[config.mk]
export PLATFORM = sky130hd
export DESIGN_NAME = alu_status_unit
export DESIGN_NICKNAME = d
export VERILOG_FILES = /design/src/rtl/alu_pkg.sv /design/src/rtl/alu_datapath.sv /design/src/rtl/alu_status_reg.sv /design/src/rtl/alu_ptr_decode.sv /design/src/rtl/alu_status_unit.sv
export SDC_FILE = /design/constraint.sdc
export NUM_CORES = 1
export LEC_CHECK = 0
export ABC_AREA = 1
export BUFFER_PORTS_ARGS = -buffer_cell sky130_fd_sc_hd__buf_2
export CORE_UTILIZATION = 50
export CTS_CLUSTER_DIAMETER = 60
export DETAILED_ROUTE_END_ITERATION = 10
export GPL_ROUTABILITY_DRIVEN = 0
export PLACE_DENSITY = 0.84
export RECOVER_POWER = 100
export SETUP_SLACK_MARGIN = 0.1
export SLEW_MARGIN = 30
export SYNTH_ARGS = -nofsm -noshare
export SYNTH_HDL_FRONTEND = slang
export SYNTH_HIERARCHICAL = 1
export SYNTH_SLANG_ARGS = --single-unit
[constraint.sdc]
create_clock -name clk -period 3.9 [get_ports clk]
set_clock_uncertainty 0.2 [all_clocks]
set_input_delay 0.39 -clock clk [delete_from_list [all_inputs] [get_ports clk]]
set_output_delay 0.39 -clock clk [all_outputs]
set_load 0.1 [all_outputs]
[src/rtl/alu_pkg.sv]
package alu_pkg;
  localparam int DW      = 8;
  localparam int NIB     = DW / 2;
  localparam int PTRS    = 2;
  localparam int MODE_W  = 2;
  localparam int FLAG_W  = 4;
  localparam int BIT_W   = $clog2(DW);

  typedef enum logic [3:0] {
    OP_ADD  = 4'd0,  OP_ADDC = 4'd1,  OP_SUB  = 4'd2,  OP_AND  = 4'd3,
    OP_OR   = 4'd4,  OP_XOR  = 4'd5,  OP_COM  = 4'd6,  OP_RRC  = 4'd7,
    OP_RLC  = 4'd8,  OP_SWAP = 4'd9,  OP_BSET = 4'd10, OP_BCLR = 4'd11,
    OP_MOVE = 4'd12, OP_CLR  = 4'd13, OP_INC  = 4'd14, OP_DEC  = 4'd15
  } op_e;

  // flag order matches the low nibble of the status byte
  typedef struct packed {
    logic ov;
    logic z;
    logic dc;
    logic c;
  } flags_t;

  typedef struct packed {
    logic [DW-1:0] sum;
    logic          c;
    logic          dc;
    logic          ov;
  } add_t;

  // one adder serves add, subtract, increment and decrement
  function automatic add_t add_full(input logic [DW-1:0] x,
                                    input logic [DW-1:0] y,
                                    input logic          ci);
    add_t          r;
    logic [NIB:0]  lo;
    logic [DW:0]   full;
    lo     = {1'b0, x[NIB-1:0]} + {1'b0, y[NIB-1:0]} + {{NIB{1'b0}}, ci};
    full   = {1'b0, x} + {1'b0, y} + {{DW{1'b0}}, ci};
    r.sum  = full[DW-1:0];
    r.c    = full[DW];
    r.dc   = lo[NIB];
    r.ov   = (x[DW-1] == y[DW-1]) && (full[DW-1] != x[DW-1]);
    return r;
  endfunction

  // which flags an operation may change, in flags_t order {ov,z,dc,c}
  function automatic logic [FLAG_W-1:0] flag_mask(input op_e op);
    logic [FLAG_W-1:0] m;
    case (op)
      OP_ADD, OP_ADDC, OP_SUB,
      OP_INC, OP_DEC:                m = 4'b1111;
      OP_AND, OP_OR, OP_XOR,
      OP_COM, OP_CLR:                m = 4'b0100;
      OP_RRC, OP_RLC:                m = 4'b0001;
      default:                       m = 4'b0000;
    endcase
    return m;
  endfunction
endpackage

[src/rtl/alu_datapath.sv]
module alu_datapath
  import alu_pkg::*;
(
  input  op_e                op,
  input  logic [DW-1:0]      wreg,
  input  logic [DW-1:0]      src,
  input  logic [BIT_W-1:0]   bit_sel,
  input  logic               cin,
  output logic [DW-1:0]      result,
  output flags_t             flags,
  output logic [FLAG_W-1:0]  affected
);
  logic [DW-1:0] add_x;
  logic [DW-1:0] add_y;
  logic          add_ci;
  add_t          add_r;
  logic [DW-1:0] bit_mask;

  // adder operand steering
  always_comb begin
    add_x  = wreg;
    add_y  = src;
    add_ci = 1'b0;
    case (op)
      OP_ADDC: add_ci = cin;
      OP_SUB: begin
        add_x  = src;
        add_y  = ~wreg;
        add_ci = 1'b1;
      end
      OP_INC: begin
        add_x = src;
        add_y = {{(DW-1){1'b0}}, 1'b1};
      end
      OP_DEC: begin
        add_x = src;
        add_y = {DW{1'b1}};
      end
      default: ;
    endcase
  end

  assign add_r    = add_full(add_x, add_y, add_ci);
  assign bit_mask = {{(DW-1){1'b0}}, 1'b1} << bit_sel;
  assign affected = flag_mask(op);

  always_comb begin
    flags  = '0;
    result = '0;
    case (op)
      OP_ADD, OP_ADDC, OP_SUB,
      OP_INC, OP_DEC: begin
        result   = add_r.sum;
        flags.c  = add_r.c;
        flags.dc = add_r.dc;
        flags.ov = add_r.ov;
      end
      OP_AND:  result = wreg & src;
      OP_OR:   result = wreg | src;
      OP_XOR:  result = wreg ^ src;
      OP_COM:  result = ~src;
      OP_RRC: begin
        result  = {cin, src[DW-1:1]};
        flags.c = src[0];
      end
      OP_RLC: begin
        result  = {src[DW-2:0], cin};
        flags.c = src[DW-1];
      end
      OP_SWAP: result = {src[NIB-1:0], src[DW-1:NIB]};
      OP_BSET: result = src | bit_mask;
      OP_BCLR: result = src & ~bit_mask;
      OP_MOVE: result = wreg;
      OP_CLR:  result = '0;
      default: result = '0;
    endcase
    flags.z = (result == '0);
  end
endmodule

[src/rtl/alu_status_reg.sv]
module alu_status_reg
  import alu_pkg::*;
#(
  parameter logic [NIB-1:0] RST_MODES = 4'hF
) (
  input  logic               clk,
  input  logic               rst_n,
  input  logic               wr_en,
  input  logic               dest_stat,
  input  logic [DW-1:0]      data,
  input  flags_t             flags,
  input  logic [FLAG_W-1:0]  affected,
  output logic [DW-1:0]      status,
  output logic               flag_guard
);
  logic [FLAG_W-1:0] flag_next;
  logic [FLAG_W-1:0] flag_new;
  logic [DW-1:0]     stat_next;

  assign flag_new = flags;

  // per-flag merge: computed value for affected flags, old value otherwise
  for (genvar i = 0; i < FLAG_W; i++) begin : g_flag
    assign flag_next[i] = affected[i] ? flag_new[i] : status[i];
  end

  // a flag-affecting operation aimed at the status byte loses the low nibble
  assign flag_guard = dest_stat && (|affected);

  always_comb begin
    stat_next = status;
    if (wr_en) begin
      if (dest_stat) begin
        stat_next[DW-1:NIB] = data[DW-1:NIB];
        stat_next[NIB-1:0]  = flag_guard ? flag_next : data[NIB-1:0];
      end else begin
        stat_next[NIB-1:0]  = flag_next;
      end
    end
  end

  always_ff @(posedge clk or negedge rst_n) begin
    if (!rst_n) status <= {RST_MODES, {NIB{1'b0}}};
    else        status <= stat_next;
  end
endmodule

[src/rtl/alu_ptr_decode.sv]
module alu_ptr_decode
  import alu_pkg::*;
(
  input  logic [PTRS*MODE_W-1:0] modes,
  output logic [PTRS-1:0]        inc,
  output logic [PTRS-1:0]        dec
);
  for (genvar p = 0; p < PTRS; p++) begin : g_ptr
    logic [MODE_W-1:0] m;
    assign m      = modes[p*MODE_W +: MODE_W];
    assign inc[p] = (m == 2'b01);
    assign dec[p] = (m == 2'b00);
  end
endmodule

[src/rtl/alu_status_unit.sv]
module alu_status_unit
  import alu_pkg::*;
#(
  parameter logic [3:0] RST_MODES = 4'hF
) (
  input  logic        clk,
  input  logic        rst_n,
  input  logic [3:0]  op_i,
  input  logic [7:0]  wreg_i,
  input  logic [7:0]  fval_i,
  input  logic [7:0]  lit_i,
  input  logic        use_lit_i,
  input  logic [2:0]  bit_sel_i,
  input  logic        dest_stat_i,
  input  logic        wr_en_i,
  output logic [7:0]  result_o,
  output logic [7:0]  status_o,
  output logic [1:0]  ptr0_mode_o,
  output logic [1:0]  ptr1_mode_o,
  output logic [1:0]  ptr_inc_o,
  output logic [1:0]  ptr_dec_o
);
  op_e               op;
  logic [DW-1:0]     src_val;
  flags_t            calc_flags;
  logic [FLAG_W-1:0] flag_aff;
  logic              flag_guard;
  logic [DW-1:0]     status_q;

  assign op      = op_e'(op_i);
  assign src_val = use_lit_i ? lit_i : fval_i;

  alu_datapath u_dp (
    .op       (op),
    .wreg     (wreg_i),
    .src      (src_val),
    .bit_sel  (bit_sel_i),
    .cin      (status_q[0]),
    .result   (result_o),
    .flags    (calc_flags),
    .affected (flag_aff)
  );

  alu_status_reg #(.RST_MODES(RST_MODES)) u_sr (
    .clk        (clk),
    .rst_n      (rst_n),
    .wr_en      (wr_en_i),
    .dest_stat  (dest_stat_i),
    .data       (result_o),
    .flags      (calc_flags),
    .affected   (flag_aff),
    .status     (status_q),
    .flag_guard (flag_guard)
  );

  alu_ptr_decode u_pd (
    .modes (status_q[DW-1:NIB]),
    .inc   (ptr_inc_o),
    .dec   (ptr_dec_o)
  );

  assign status_o    = status_q;
  assign ptr0_mode_o = status_q[5:4];
  assign ptr1_mode_o = status_q[7:6];
endmodule

==> results.cfg, run 1 <==
[critical_path]
worstPathArrival_ps = 3080
setup.worst_path.end_class = output port
path_cells = buf_2, nor2_4, inv_2, nor2_2, inv_1, nand2_4, o22ai_1, fa_1, inv_2, fa_2, or2_2, o21ai_1, inv_1, buf_2
cp-start-kind = primary input
cpMaxStageDelayCell = fa_1
crit_type = in2out
max_stage_delay_ps = 420
cp.required_ps = 3310
cp_max_fo = 24

[final_layout]
num_antenna_cells = 0
seq_area_um2 = 206
multi_input_area_um2 = 1840
fin_area_um2 = 2740
instances_no_fill = 587
final_util_pct = 61.2
final_common_cell = nand2_1
largest_reg_flops = 8
final_cell_mix = nand2_1, inv_1, nor2_1
layout-drive-gt1-share_pct = 15.0
regMostFlops = u_sr/status
syn_to_final_growth_pct = 14.4
fin_nets = 581
fill_cells = 454
largest_registers = u_sr/status: 8 flops

[floorplan]
chipHeight_um = 71.2
io_pins = 60
start_util_pct = 53.5
core_um2 = 4470
rows = 24
dieArea_um2 = 5070
die_x_um = 71.2

[sta]
grt_setup_unrepaired = yes
fmax_ghz = 0.272
period_needed_ps = 3670
finalSetupViolCount = 0
slew_violations = 0
hold_ws_ps = 275
hold_violations = 0
relSlewSlack_pct = 21.1
worstMarginPinSlew_ps = 1190
tns_ps = 0
fin_crit_sh_pct = 94.1
layout_setup_ws_ps = 229

[placement]
placed_cell_area_um2 = 2700
preCtsSetupSlack_ps = 249
dp_cells = 582
portBuffers = 59
place_hpwl_mm = 6.24

[grt]
grt_pass1_vias = 2835
grt_util_all_layers_pct = 31.8
grt_overflow = 0
grt_pass1_wl_mm = 13.0
grt_max_degree = 25
antenna_found_initial = 0

[drt]
wire_per_inst_um = 13.6
vias = 3337
via_per_inst = 5.68
drt-total-wl_mm = 7.97
drtPass1Iterations = 9
drt_iter0_drc = 443
antenna_left = 0
drc = 3

[cts]
numCtsBuffers = 3
clk_latency_ps = 230
clk_pin_slew_worst_paths_ps = 50
cts_root_buffer = clkbuf_8
h-tree-depth = 1
clockBufferDepth = 2
post-cts-setup-buffers = 0
numClockSinks = 8
cts_tree = done

[synth]
syn-cell-area_um2 = 2390
synth_cells = 486
syn-num-nets = 531
synth_warnings = 6
avgSynthCellArea_um2 = 4.93

[power_and_ir_drop]
power_mw = 1.14
powerDensity_nw_per_um2 = 415
ir_worst_vdd_mv = 0.333
power.leakage_nw = 1.62

[worst_hold_path]
hp-class = in2reg

[run_status]
violations = design-rule violations
outcome = finished with violations

[flow_run]
drv_cap = 0
report_power, final:
group | total [mW] | internal [mW] | switching [mW]
combinational | 0.893 | 0.158 | 0.735
sequential | 0.137 | 0.113 | 0.0239
clock | 0.107 | 0.0712 | 0.0362
cell type report:
class	instances	area share, %
well taps	52	2.37
flip-flops and latches	8	7.53
clock buffers	4	1.64
inverters	75	10.3
multi-input cells	387	67.3
repair buffers	61	10.9
critical path, delay by kind of cell:
family | cells | cell delay, ps
fa+ha+maj | 2 | 840
buf+inv | 6 | 840
compound gates | 2 | 240
simple gates | 4 | 750
path summary, 6_finish.rpt:
| check | start | to | slack [ps] | cells after the start |
|---|---|---|---|---|
| max | op_i[3] | result_o[1] | 230 | 14 |
| min | wr_en_i | u_sr/status[1] | 270 | 3 |
| max reg2reg | u_sr/status[0] | u_sr/status[2] | 1100 | 18 |
| min reg2reg | u_sr/status[1] | u_sr/status[1] | 310 | 2 |
| max in group asynchronous | rst_n | u_sr/status[7] | 2750 | 2 |
| min in group asynchronous | rst_n | u_sr/status[2] | 420 | 2 |
metal layers:
metal / global-route usage [%] / wire, um
met1: 41.1 / 3190
met2: 52.3 / 3520
met3: 7.41 / 940
met4: 10.4 / 321
met5: 0 / 0
timing repair:
action	CTS	global route
gates resized for setup	0	5
hold endpoints to repair	4	0
hold buffers	1	0
setup endpoints to repair	0	4
(Power assumes the default switching activity.)
==> inputs of run 2 (changes only) <==
Settings changed: BUFFER_PORTS_ARGS -buffer_cell sky130_fd_sc_hd__buf_2 to default, DONT_BUFFER_PORTS from default to 1, PLACE_DENSITY 0.84 to default, PLACE_DENSITY_LB_ADDON from default to 0.08.
==> run 2 against run 1 <==
Effect of this change:
- the run ends with design-rule violations, max-capacitance violations, max-slew violations left
- worst setup slack improved by 97 ps
- die area did not move
- routed wire length fell by 2.1%
- via count fell by 8.3%
- worst hold slack got worse by 180 ps
- combinational power fell by 21%
- critical path depth fell by 2
- fmax rose by 2.7%
- design area fell by 8.0%
- critical endpoint unchanged
- largest power group unchanged
==> results.cfg, run 2 (synthesis gave the netlist of run 1 again) <==
[critical_path]
crit_top_cell = inv_2
crit_type = in2out
setup.worst_path.end_class = output port
worstPathArrival_ps = 2980
max_stage_delay_ps = 450
critical_path.top_delay_family = adder cells
cp-start-kind = primary input
r2r_slack_ps = 900
path_buf_inv = 4
cp_max_fo = 24
cpMaxStageDelayCell = inv_1
path_cells = nor2_4, inv_2, nor2_1, inv_2, nand2_4, o22ai_2, fa_1, inv_2, fa_2, or2_2, o21ai_0, inv_1
cp.required_ps = 3310

[cts]
post-cts-setup-buffers = 0
postCtsResizedCells = 0
numCtsBuffers = 3
clk_latency_ps = 240
clockBufferDepth = 2
h-tree-depth = 1
cts_tree = done
cts_root_buffer = clkbuf_8
numClockSinks = 8
clk_pin_slew_worst_paths_ps = 50

[floorplan]
core_um2 = 4470
io_pins = 60
dieArea_um2 = 5070
rows = 24
chipHeight_um = 71.2
start_util_pct = 53.5
die_x_um = 71.2

[final_layout]
num_antenna_cells = 0
instances_no_fill = 540
final_cell_mix = nand2_1, inv_1, nor2_1
final_util_pct = 56.3
regMostFlops = u_sr/status
final_common_cell = nand2_1
syn_to_final_growth_pct = 5.22
layout-drive-gt1-share_pct = 9.02
largest_reg_flops = 8
largest_registers = u_sr/status: 8 flops
fin_nets = 534

[power_and_ir_drop]
p_seq_share_pct = 24.4
powerDensity_nw_per_um2 = 427
clkPwrFrac_pct = 10.0
pwr-share-comb_pct = 65.5
sw_frac_of_total_pct = 70.6
power.leakage_nw = 1.47
switching_power_mw = 0.761
ir_worst_vdd_mv = 0.363
p_int_mw = 0.316

[sta]
relSlewSlack_pct = -59.1
fmax_ghz = 0.280
slew_violations = 13
finalSetupViolCount = 0
layout_setup_ws_ps = 326
hold_violations = 0
worstMarginPinSlew_ps = 2390
period_needed_ps = 3570
fin_crit_sh_pct = 91.6
grt_setup_unrepaired = no

[run_status]
violations = design-rule violations, max-capacitance violations, max-slew violations
outcome = finished with violations

[drt]
antenna_left = 0
drtPass1Iterations = 9
drc = 4
drt_iter0_drc = 372
via_per_inst = 5.67
drt-total-wl_mm = 7.80
wire_per_inst_um = 14.4
vias = 3060

[grt]
grt_pass1_wl_mm = 12.5
grt_pass1_vias = 2658
grt_overflow = 0
antenna_found_initial = 0
grt_max_degree = 25
grt_util_all_layers_pct = 31.5

[flow_run]
drv_cap = 5

[worst_hold_path]
hp-class = in2reg

[placement]
place_hpwl_mm = 6.19
portBuffers = 0
preCtsSetupSlack_ps = 373
dp_cells = 535
## run 2: power by group through the flow
stage                     registers [mW]  logic (mW)  clock network (mW)
final                              0.263       0.706               0.108
after detailed placement           0.276       0.720                   0
after CTS                          0.275       0.725               0.111
after global placement             0.268       0.712                   0
after global routing               0.266       0.756               0.117
after floorplan                    0.281       0.615                   0
## run 2: metrics by stage
| step | TNS, ps | instance area (um^2) | power [mW] | hold WS, ps |
|---|---|---|---|---|
| floorplan | -154 | 2460 | 0.896 | -106 |
| global placement | 0 | 2500 | 0.981 | -105 |
| detailed placement | 0 | 2520 | 0.997 | -105 |
| CTS | 0 | 2570 | 1.11 | 92.9 |
| global route | 0 | 2520 | 1.14 | 103 |
| finish | 0 | 2520 | 1.08 | 95.7 |
## run 2: path summary, 6_finish.rpt
kind                                      from        endpoint  depth (start not counted)
worst max-delay path                   op_i[2]     result_o[1]                         12
worst min-delay path                   wr_en_i  u_sr/status[1]                          2
worst max register to register  u_sr/status[0]  u_sr/status[1]                         11
worst min register to register  u_sr/status[4]  u_sr/status[4]                          1
max in group asynchronous                rst_n  u_sr/status[4]                          1
min in group asynchronous                rst_n  u_sr/status[3]                          1
## run 2: layout make-up
class | instances | area (um^2)
well taps | 52 | 65.1
fillers | 500 | 1950
clock buffers | 4 | 45.0
multi-input cells | 387 | 1850
repair buffers | 14 | 76.3
inverters | 75 | 282
flip-flops and latches | 8 | 206
## run 2: per-layer routing
layer,up-vias,routed length [um],track usage [%]
li1,1516,-,-
met1,1338,3210,43.0
met2,185,3420,49.0
met3,21,968,7.41
met4,0,206,9.56
met5,-,0,0
## run 2: what timing repair did
action / 4_1_cts / 5_1_grt
setup endpoints to repair: 0 / 0
hold buffers: 1 / 0
endpoints found under the hold margin: 8 / 0
